==> config.mk <==
export PLATFORM = sky130hd
export DESIGN_NAME = stm_axi_splitter
export DESIGN_NICKNAME = d
export VERILOG_FILES = /design/src/rtl/stm_axi_splitter.sv
export SDC_FILE = /design/constraint.sdc
export NUM_CORES = 1
export LEC_CHECK = 0
export BUFFER_PORTS_ARGS = -buffer_cell sky130_fd_sc_hd__buf_4
export CAP_MARGIN = 0
export CORE_MARGIN = 4
export CORE_UTILIZATION = 45
export CTS_CLUSTER_DIAMETER = 100
export CTS_CLUSTER_SIZE = 28
export DETAILED_ROUTE_END_ITERATION = 12
export HOLD_SLACK_MARGIN = 0.08
export PLACE_DENSITY = 0.75
export SLEW_MARGIN = 20
export SYNTH_ARGS = -nofsm -noshare
export SYNTH_HDL_FRONTEND = slang
export SYNTH_SLANG_ARGS = --single-unit
export TNS_END_PERCENT = 50
==> constraint.sdc <==
create_clock -name clk -period 5.47 [get_ports clk]
set_input_delay 1.094 -clock clk [delete_from_list [all_inputs] [get_ports clk]]
set_output_delay 1.094 -clock clk [all_outputs]
set_load 0.03 [all_outputs]
==> src/rtl/stm_axi_splitter.sv <==
module stm_axi_splitter #(
  parameter int ADDR_W = 32
) (
  input  logic              clk,
  input  logic              rst_n,
  input  logic              req_valid,
  output logic              req_ready,
  input  logic [ADDR_W-1:0] req_addr,
  input  logic [1:0]        req_words,
  input  logic [95:0]       req_data,
  input  logic              req_wt,
  output logic              aw_valid,
  input  logic              aw_ready,
  output logic [ADDR_W-1:0] aw_addr,
  output logic [1:0]        aw_burst,
  output logic [2:0]        aw_size,
  output logic [7:0]        aw_len,
  output logic              aw_wt,
  output logic              w_valid,
  input  logic              w_ready,
  output logic [63:0]       w_data,
  output logic [7:0]        w_strb,
  output logic              w_last
);

  localparam int REGION_LSB = 5;

  function automatic logic wide_beat(logic [ADDR_W-1:0] a, logic [1:0] n);
    return (n == 2'd2) && !a[2];
  endfunction

  function automatic logic [1:0] beat_cnt(logic [ADDR_W-1:0] a, logic [1:0] n);
    return wide_beat(a, n) ? 2'd1 : n;
  endfunction

  logic              busy, two_ops, wt_q;
  logic [ADDR_W-1:0] addr0, addr1;
  logic [1:0]        n0, n1;
  logic [95:0]       data_q;
  logic [1:0]        aw_done;
  logic              w_op;
  logic [1:0]        w_beat, w_word;

  // split decision at acceptance
  logic [2:0]        st_idx;
  logic [3:0]        end_idx;
  logic              crosses;
  logic [1:0]        first_n;
  logic [3:0]        room;
  assign st_idx  = req_addr[4:2];
  assign end_idx = {2'b0, req_words} + {1'b0, st_idx};
  assign crosses = end_idx > 4'd8;
  assign room    = 4'd8 - {1'b0, st_idx};
  assign first_n = crosses ? room[1:0] : req_words;

  logic accept;
  assign req_ready = !busy;
  assign accept    = req_valid && req_ready;

  logic [1:0] nops;
  assign nops = two_ops ? 2'd2 : 2'd1;

  // address channel
  logic [ADDR_W-1:0] a_addr;
  logic [1:0]        a_n, a_beats;
  assign a_addr   = aw_done[0] ? addr1 : addr0;
  assign a_n      = aw_done[0] ? n1 : n0;
  assign a_beats  = beat_cnt(a_addr, a_n);
  assign aw_valid = busy && (aw_done < nops);
  assign aw_addr  = a_addr;
  assign aw_burst = 2'b01;
  assign aw_size  = wide_beat(a_addr, a_n) ? 3'd3 : 3'd2;
  assign aw_len   = {6'b0, a_beats - 2'd1};
  assign aw_wt    = wt_q;

  // data channel
  logic [ADDR_W-1:0] d_addr;
  logic [1:0]        d_n, d_beats;
  logic              d_wide, lane_hi;
  logic [127:0]      pad;
  logic [31:0]       wd0, wd1;
  logic [6:0]        lo_idx, hi_idx;
  assign d_addr  = w_op ? addr1 : addr0;
  assign d_n     = w_op ? n1 : n0;
  assign d_wide  = wide_beat(d_addr, d_n);
  assign d_beats = beat_cnt(d_addr, d_n);
  assign lane_hi = d_addr[2] ^ w_beat[0];
  assign pad     = {32'b0, data_q};
  assign lo_idx  = {w_word, 5'b0};
  assign hi_idx  = {w_word + 2'd1, 5'b0};
  assign wd0     = pad[lo_idx +: 32];
  assign wd1     = pad[hi_idx +: 32];
  assign w_valid = busy && (aw_done > {1'b0, w_op});
  assign w_data  = d_wide ? {wd1, wd0} : {wd0, wd0};
  assign w_strb  = d_wide ? 8'hFF : (lane_hi ? 8'hF0 : 8'h0F);
  assign w_last  = (w_beat == d_beats - 2'd1);

  always_ff @(posedge clk) begin
    if (!rst_n) begin
      busy    <= 1'b0;
      two_ops <= 1'b0;
      wt_q    <= 1'b0;
      addr0   <= '0;
      addr1   <= '0;
      n0      <= 2'd0;
      n1      <= 2'd0;
      data_q  <= '0;
      aw_done <= 2'd0;
      w_op    <= 1'b0;
      w_beat  <= 2'd0;
      w_word  <= 2'd0;
    end else if (accept) begin
      busy    <= 1'b1;
      two_ops <= crosses;
      wt_q    <= req_wt;
      addr0   <= req_addr;
      addr1   <= {req_addr[ADDR_W-1:REGION_LSB] + 1'b1, {REGION_LSB{1'b0}}};
      n0      <= first_n;
      n1      <= req_words - first_n;
      data_q  <= req_data;
      aw_done <= 2'd0;
      w_op    <= 1'b0;
      w_beat  <= 2'd0;
      w_word  <= 2'd0;
    end else begin
      if (aw_valid && aw_ready) aw_done <= aw_done + 2'd1;
      if (w_valid && w_ready) begin
        w_word <= w_word + (d_wide ? 2'd2 : 2'd1);
        if (w_last) begin
          w_beat <= 2'd0;
          if (w_op || !two_ops) busy <= 1'b0;
          else w_op <= 1'b1;
        end else begin
          w_beat <= w_beat + 2'd1;
        end
      end
    end
  end

  AST_BUSY_AFTER_ACCEPT: assert property (@(posedge clk) disable iff (!rst_n)
    accept |=> !req_ready);
  AST_WIDE_ONE_BEAT: assert property (@(posedge clk) disable iff (!rst_n)
    aw_valid && aw_size == 3'd3 |-> aw_len == 8'd0 && aw_addr[2] == 1'b0);
  AST_STRB_ALTERNATES: assert property (@(posedge clk) disable iff (!rst_n)
    w_valid && w_ready && !w_last && w_strb != 8'hFF |=> w_valid && w_strb == ~$past(w_strb));
  AST_SECOND_REGION: assert property (@(posedge clk) disable iff (!rst_n)
    aw_valid && $past(aw_valid && aw_ready) && !$past(accept) |-> aw_addr[4:0] == 5'd0);
  AST_AW_HOLD: assert property (@(posedge clk) disable iff (!rst_n)
    aw_valid && !aw_ready |=> aw_valid && $stable(aw_addr) && $stable(aw_len) && $stable(aw_size));
  AST_W_HOLD: assert property (@(posedge clk) disable iff (!rst_n)
    w_valid && !w_ready |=> w_valid && $stable(w_data) && $stable(w_strb) && $stable(w_last));

endmodule

# --- Word-level counts from Yosys, hierarchy flattened ---
# Cells that the tools add are included.
totals:
  out_inout_bits: 122
  reg_bits: 169
op_classes:
  n_addsub: 10
  reduce_logical: 18
  bitwise: 3
  n_eq_ne: 3
  order_cmp: 3
  shift: 2
  muxes: 18
ops:
  columns: ["cell", "n"]
  rows:
  - ["$shiftx 128x8->32", 2]
  - ["$mux 64", 1]
  - ["$mux 32", 1]
  - ["$add 27x1->27 const B", 1]
  - ["$mux 2", 8]
  - ["$mux 8", 2]
  - ["$logic_and 1x1->1", 7]
  - ["$add 2x1->2 const B", 3]
  - ["$reduce_and 3->1", 2]
  - ["$reduce_bool 2->1", 3]
  - ["$mux 1", 5]
  - ["$add 2x3->4", 1]
  - ["$eq 2x2->1 const B", 2]
  - ["$gt 4x4->1 const B", 1]
  - ["$logic_not 1->1", 4]
  - ["$sub 2x1->2 const B", 2]
  - ["$mux 3", 1]
  - ["$add 2x2->2", 1]
  - ["$eq 2x2->1", 1]
  - ["$gt 2x1->1", 1]
  - ["$lt 2x2->1", 1]
  - ["$not 1->1", 2]
  - ["$reduce_or 2->1", 1]
  - ["$sub 1x2->2 const A", 1]
  - ["3 further kinds", 3]

# --- Logic depth before layout (Yosys ltp) ---
# Gate-level depths: netlist of run 1.
depth:
  depth_word: 9
  depth_mapped: 13
  ltp_nobuf: 8

# --- Worst setup path before layout of run 1 ---
# OpenSTA, ideal clock, no wires.
synth_path:
  kind: "reg-to-output"
  start: "register aw_done[0]"
  end: "output aw_len[0]"
  setup_slack_ns: 2.165
  path_stages_with_launch: 7
  arrival_time_ns: 2.211
  required_time_ns: 4.376
  n_path_buf: 2
  path_cell_list: "dfxtp_1 > clkbuf_1 > buf_1 > mux2_2 > ha_1 > nor2b_1 > nor2b_1"
synth_between:
  elab_chain_len: 5
  word_cells_on_any_way: 7
synth_lines:
  columns: ["element", "line_no", "source"]
  rows:
  - ["start, declared", "40", "logic [1:0] aw_done;"]
  - ["start signal, assigned", "126", "if (aw_valid && aw_ready) aw_done <= aw_done + 2'd1;"]
  - ["$mux 2 or $mux 32 (tied branches)", "67, 66", null]
  - ["$eq 2x2->1 or $logic_not 1->1 (tied branches)", "29", "return (n == 2'd2) && !a[2];"]
  - ["$logic_and 1x1->1", "29", null]
  - ["$mux 2 (*)", "33", "return wide_beat(a, n) ? 2'd1 : n;"]
  - ["$sub 2x1->2 (*)", "73", "assign aw_len = {6'b0, a_beats - 2'd1};"]
  - ["end, declared", "17", "output logic [7:0] aw_len,"]
# Mark *: on every way between the ends. The rest lies on a longest branch, timed or not.

# --- Worst setup path after layout of run 1 ---
layout_path:
  start: "register w_op"
  end: "output w_data[33]"
layout_between:
  elab_chain_len: 4
  word_cells_on_any_way: 6
layout_lines:
  columns: ["element", "line_no", "source"]
  rows:
  - ["start, declared", "41", "logic w_op;"]
  - ["start signal, assigned", "109", "w_op <= 1'b0;"]
  - ["start signal, assigned", "122", "w_op <= 1'b0;"]
  - ["start signal, assigned", "132", "else w_op <= 1'b1;"]
  - ["$mux 2 or $mux 3 (tied branches)", "84, 83", null]
  - ["$eq 2x2->1 or $logic_not 1->1 (tied branches)", "29", null]
  - ["$logic_and 1x1->1 (*)", "29", null]
  - ["$mux 64 (*)", "94", "assign w_data = d_wide ? {wd1, wd0} : {wd0, wd0};"]
  - ["end, declared", "21", "output logic [63:0] w_data,"]
# Marked as above.

==> results.cfg, run 1 <==
[outcome]
status = completed

[yosys]
synth_top_cell_by_area = dfxtp_1
synth_common_cells = 408 x nand2_1, 169 x dfxtp_1, 157 x a21oi_1
synth_edf_count = 0
synth_seq_cells = 169
synth_top_family_by_area = simple AND/OR/NAND/NOR gates
syn_area_per_cell_um2 = 7.25
synth_ff_type = dfxtp_1
yosys.area_share.adder_pct = 1.37
post-synth-top-count-cell = nand2_1
synth_compound_area_share_pct = 22.0
synth-xor-area-share_pct = 2.54
seq_area_frac_synth_pct = 35.0
synthArstFlopShare_pct = 0
synth_cell_types = 46
synth_area_um2 = 9660
syn_inst = 1332
synth.area.mux_share_pct = 7.23
netlist.area_leader.share_pct = 35.0
synthTopCellsByArea = dfxtp_1 35%, nand2_1 16%, a21oi_1 8.1%
yosys.area_share.simple_pct = 24.7
yosys_warnings = 0

[timing]
fin_crit_sh_pct = 80.7
min_period_ns = 4.42
setup_ws_ns = 1.05
setup_viol = 0
max_slew_margin_pct = 30.2
setup_tns_ns = 0
finalHoldViolCount = 0
rsz0062_at_grt = false
fmax_mhz = 226
finalClockSkew_ns = 0.00686
drv_slew = 0
tightest_slew_ns = 1.05

[power]
peakVddDrop_mv = 0.212
power.leakage_uw = 0.00499
powerDensity_nw_per_um2 = 273
p_total_uw = 3280

[clock_tree]
clkSlewWorstSetupHoldPaths_ns = 0.07
cts_max_level = 4
ctsHoldBuffers = 0
cts_tree = yes
cts.sinks = 169
ctsRootBufferMaster = clkbuf_16
cts_made_buffers = 17
ctsResizeCount = 0
post-cts-setup-buffer-count = 0
clock_latency_ns = 0.43
clockBufferDepth = 2

[worst_setup_path]
cp-end-kind = output port
critPathRequiredTime_ns = 4.38
critPathKind = flop to output port
start_kind = flop
cp_slowest_cell = dfxtp_1
worstPathArrival_ns = 3.32
crit_top_cell = buf_4
cp_max_fo = 96
worstPathCellList = mux2i_1, ha_1, buf_4, and2_2, clkinv_4, a211oi_1, a311oi_1, a21o_1, buf_4
slowest_delay_ns = 0.48

[floorplan]
io_pins = 258
coreArea_um2 = 21100
die_w_um = 155
start_util_pct = 45.8
die_h_um = 155
die-area_um2 = 23900
rows = 53

[layout]
fin_util_pct = 57.0
fin_cells = 1772
drive_above_1_share_pct = 22.2
synthToLayoutAreaGrowth_pct = 24.4
final_nets = 1630
n_antenna_cell = 0

[global_route]
antenna_found_initial = 1
grt_overflow = 0
track_usage_pct = 22.7
grt_pass1_wl_mm = 45.3
grt_max_degree = 112
grt_pass1_vias = 9117

[detailed_routing]
post_drt_wl_per_cell_um = 15.9
final_antenna_net_count = 0
drc = 0
first_pass_iters = 6
via_per_inst = 5.48
vias = 9708
drt_iter0_markers = 611
routed_wl_mm = 28.2

[placed_design]
dp_slack_ns = 1.50
globalplace.congestion = 0.857
io_buffers = 247
place_inst = 1739
hpwlAfterDp_mm = 18.4

[worst_hold_path]
hp-class = flop to flop

[flow_run]
maxCapViolations = 0
==> routing by layer <==
layer,track usage [%],share of wire (%),vias up
li1,-,-,4859
met1,29.0,43,4501
met2,36.9,46,298
met3,6.41,8.4,48
met4,7.78,2.3,2
met5,0,0.046,-
==> metrics by stage <==
stage / hold WS (ns) / area [um^2]
detailed placement: 0.444 / 11400
floorplan: 0.432 / 9690
finish: 0.451 / 12000
CTS: 0.454 / 12000
global route: 0.466 / 12000
global placement: 0.439 / 11400
==> power by group <==
part / internal (uW) / switching (uW)
Sequential: 1300 / 57.8
Clock: 712 / 547
Combinational: 260 / 401
Total: 2270 / 1010
==> cell families (layout without fill, tap and decap cells) <==
logic type,Yosys count,after routing
AOI/OAI and AO/OA,359,359
xor gates and xnor gates,28,28
adders and majority gates,10,10
buffers and inverters,145,302
DFF,169,169
muxes,66,66
other,2,10
and+or+nand+nor,553,553
==> sequential cells by signal (all words and copies together), names as in the netlist <==
| signal | count |
|---|---|
| two_ops | 1 |
| aw_done | 2 |
| aw_wt | 1 |
| w_beat | 2 |
| w_word | 2 |
| n1 | 2 |
| w_op | 1 |
| data_q | 96 |
| addr1 | 27 |
| addr0 | 32 |
| n0 | 2 |
| busy | 1 |
==> layout by cell type (no fill, tap or decap), drive strengths merged, types with 2 or more instances in the layout <==
master / count
conb: 10
nor3: 7
inv: 17
or3: 5
nand2b: 2
nor3b: 2
nor2: 23
mux2: 30
a211oi: 39
o21ai: 92
nand4: 9
and3: 39
clkinv: 3
a311oi: 34
clkbuf: 19
mux2i: 36
xnor2: 11
nor2b: 10
ha: 9
buf: 259
a21o: 31
dfxtp: 169
bufinv: 2
clkinvlp: 2
nand2: 408
and2: 5
xor2: 17
a21oi: 157
nand3: 36
and4: 3
==> critical path, delay by kind of cell, from the launching register on <==
family                   cells  cell delay, ns
AND/OR/NAND/NOR              1            0.27
multiplexers                 1            0.23
adder cells (fa/ha/maj)      1            0.17
flip-flops                   1            0.48
AO/OA/AOI/OAI                3            0.71
buffers and inverters        3            1.00
==> final cells by class <==
cell class / count / area (um^2)
Clock buffer: 19 / 453
Multi-Input combinational cell: 1026 / 5640
Tap cell: 275 / 344
Clock inverter: 13 / 156
Sequential cell: 169 / 3390
Inverter: 11 / 48.8
Timing Repair Buffer: 259 / 1990
Fill cell: 2019 / 9070
==> path summary, 6_finish.rpt <==
check                 start         end  slack, ns  depth (start not counted)
setup / recovery       w_op  w_data[33]       1.05                          9
hold / removal    addr0[19]   addr0[19]       0.45                          2
setup reg to reg       w_op   w_word[1]       2.36                          9
hold reg to reg   addr0[19]   addr0[19]       0.45                          2
Power figures use the tool's default switching activity.
==> inputs of run 2 (changes only) <==
Settings changed: PLACE_DENSITY 0.75 to 0.78.
Clock period 5.47 ns to 3.9 ns, I/O delays scaled along.
==> run 2 against run 1 <==
Global-route usage up 0.59 points. Total power is 34% higher. Critical path depth unchanged. Register-to-register slack got worse by 0.98 ns. Non-clock buffer count increased by 5. Sequential power grew 40%. Critical path type unchanged.
==> results.cfg, run 2 (synthesis gave the netlist of run 1 again) <==
[global_route]
grt_pass1_vias = 9099
grt_pass1_wl_mm = 46.2
grt_max_degree = 71
antenna_found_initial = 1
track_usage_pct = 23.3
grt_overflow = 0

[worst_setup_path]
start_kind = flop
reg2reg_depth = 7
r2r-start = aw_done[0]
critPathKind = flop to output port
critPathRequiredTime_ns = 3.12
reg2reg_slack_ns = 1.38
cp-end-kind = output port
r2r-end = w_word[1]
worstPathArrival_ns = 2.91
cp_max_fo = 47

[detailed_routing]
vias = 9767
first_pass_iters = 6
routed_wl_mm = 28.8
final_antenna_net_count = 0
post_drt_wl_per_cell_um = 16.3
drc = 0
drt_iter0_markers = 734
via_per_inst = 5.51

[power]
clkPwrFrac_pct = 35.4
power.leakage_uw = 0.00497
p_int_uw = 3080
powerDensity_nw_per_um2 = 368
p_total_uw = 4410
peakVddDrop_mv = 0.323
seqPwrFrac_pct = 43.4
p_comb_share_pct = 21.3
p_switching_uw = 1330
swShare_pct = 30.2

[clock_tree]
cts_max_level = 4
ctsRootBufferMaster = clkbuf_16
cts.sinks = 169
cts_tree = yes
post-cts-setup-buffer-count = 0
ctsResizeCount = 0
ctsHoldBuffers = 0
clock_latency_ns = 0.42
clockBufferDepth = 2
cts_made_buffers = 17
clkSlewWorstSetupHoldPaths_ns = 0.06

[floorplan]
coreArea_um2 = 21100
rows = 53
start_util_pct = 45.8
io_pins = 258
die-area_um2 = 23900
die_h_um = 155
die_w_um = 155

[timing]
fmax_mhz = 271
drv_slew = 0
setup_viol = 0
setup_tns_ns = 0
finalClockSkew_ns = 0.0103
finalHoldViolCount = 0
min_period_ns = 3.69
rsz0062_at_grt = false
fin_crit_sh_pct = 94.6
tightest_slew_ns = 0.789
max_slew_margin_pct = 47.4

[outcome]
status = completed

[layout]
synthToLayoutAreaGrowth_pct = 23.8
layout_common_cells = 407 x nand2_1, 261 x buf_4, 167 x dfxtp_1
drive_above_1_share_pct = 22.2
final_common_cell = nand2_1
fin_util_pct = 56.7
largest_reg_flops = 96
largest_register = data_q
n_antenna_cell = 0
top_regs = data_q x96, addr0 x32, addr1 x27
final_nets = 1635

[placed_design]
io_buffers = 247
globalplace.congestion = 0.818
hpwlAfterDp_mm = 19.3

[worst_hold_path]
hp-class = flop to flop
hold_path_end = addr0[10]
hp-start = addr0[10]
min_path_cells = 2

[flow_run]
maxCapViolations = 0
run 2: cell count changes in the layout (fill, tap and decap cells not counted), sizes merged:
| cell | previous run | this run |
|---|---|---|
| inv | 17 | 12 |
| clkbuf | 19 | 20 |
| clkinv | 3 | 4 |
| buf | 259 | 264 |
| bufinv | 2 | 1 |
run 2: layout make-up:
type | count | area (um^2)
Timing Repair Buffer | 264 | 2020
Multi-Input combinational cell | 1026 | 5640
Inverter | 11 | 48.8
Fill cell | 2015 | 9130
Clock buffer | 20 | 447
Clock inverter | 8 | 75.1
Tap cell | 275 | 344
Sequential cell | 169 | 3390
run 2: stage by stage:
step | instance area [um^2] | hold slack, ns | std cells | worst slack, ns
final | 12000 | 0.450 | 1773 | 0.210
after global routing | 12000 | 0.473 | 1773 | 0.0271
after CTS | 12000 | 0.453 | 1773 | 0.198
after detailed placement | 11400 | 0.444 | 1745 | 0.653
after global placement | 11400 | 0.439 | 1745 | 0.708
after floorplan | 9690 | 0.432 | 1340 | 0.909
run 2: per-layer routing:
metal	global-route usage, %	up-vias	wire length (um)
met1	30.3	4493	12200
met3	6.88	35	2790
met5	0	-	13
met4	6.14	2	477
li1	-	4869	-
met2	37.8	368	13300
run 2: power groups by stage:
stage	clock network [uW]	registers, uW	logic (uW)
after global routing	1670	1930	1020
after floorplan	0	1920	608
after CTS	1600	1910	939
after global placement	0	1940	920
after detailed placement	0	1950	936
final	1560	1910	937
run 2: worst max-delay path by stage:
stage / startpoint / endpoint / slack, ns
5_1_grt: w_op / w_data[46] / 0.03
2_1_floorplan: aw_done[0] / aw_len[0] / 0.91
4_1_cts: w_op / w_data[63] / 0.20
3_3_place_gp: w_op / w_data[63] / 0.71
3_5_place_dp: w_op / w_data[63] / 0.65
6_report: w_op / w_data[63] / 0.21
run 2: worst max-delay path, stage by stage, from the launching register on:
cell      delay, ns
dfxtp_1        0.48
mux2_2         0.38
ha_1           0.19
and2_2         0.20
clkinv_4       0.26
buf_4          0.31
nand2_1        0.08
a311o_1        0.35
nand2_1        0.08
buf_4          0.16
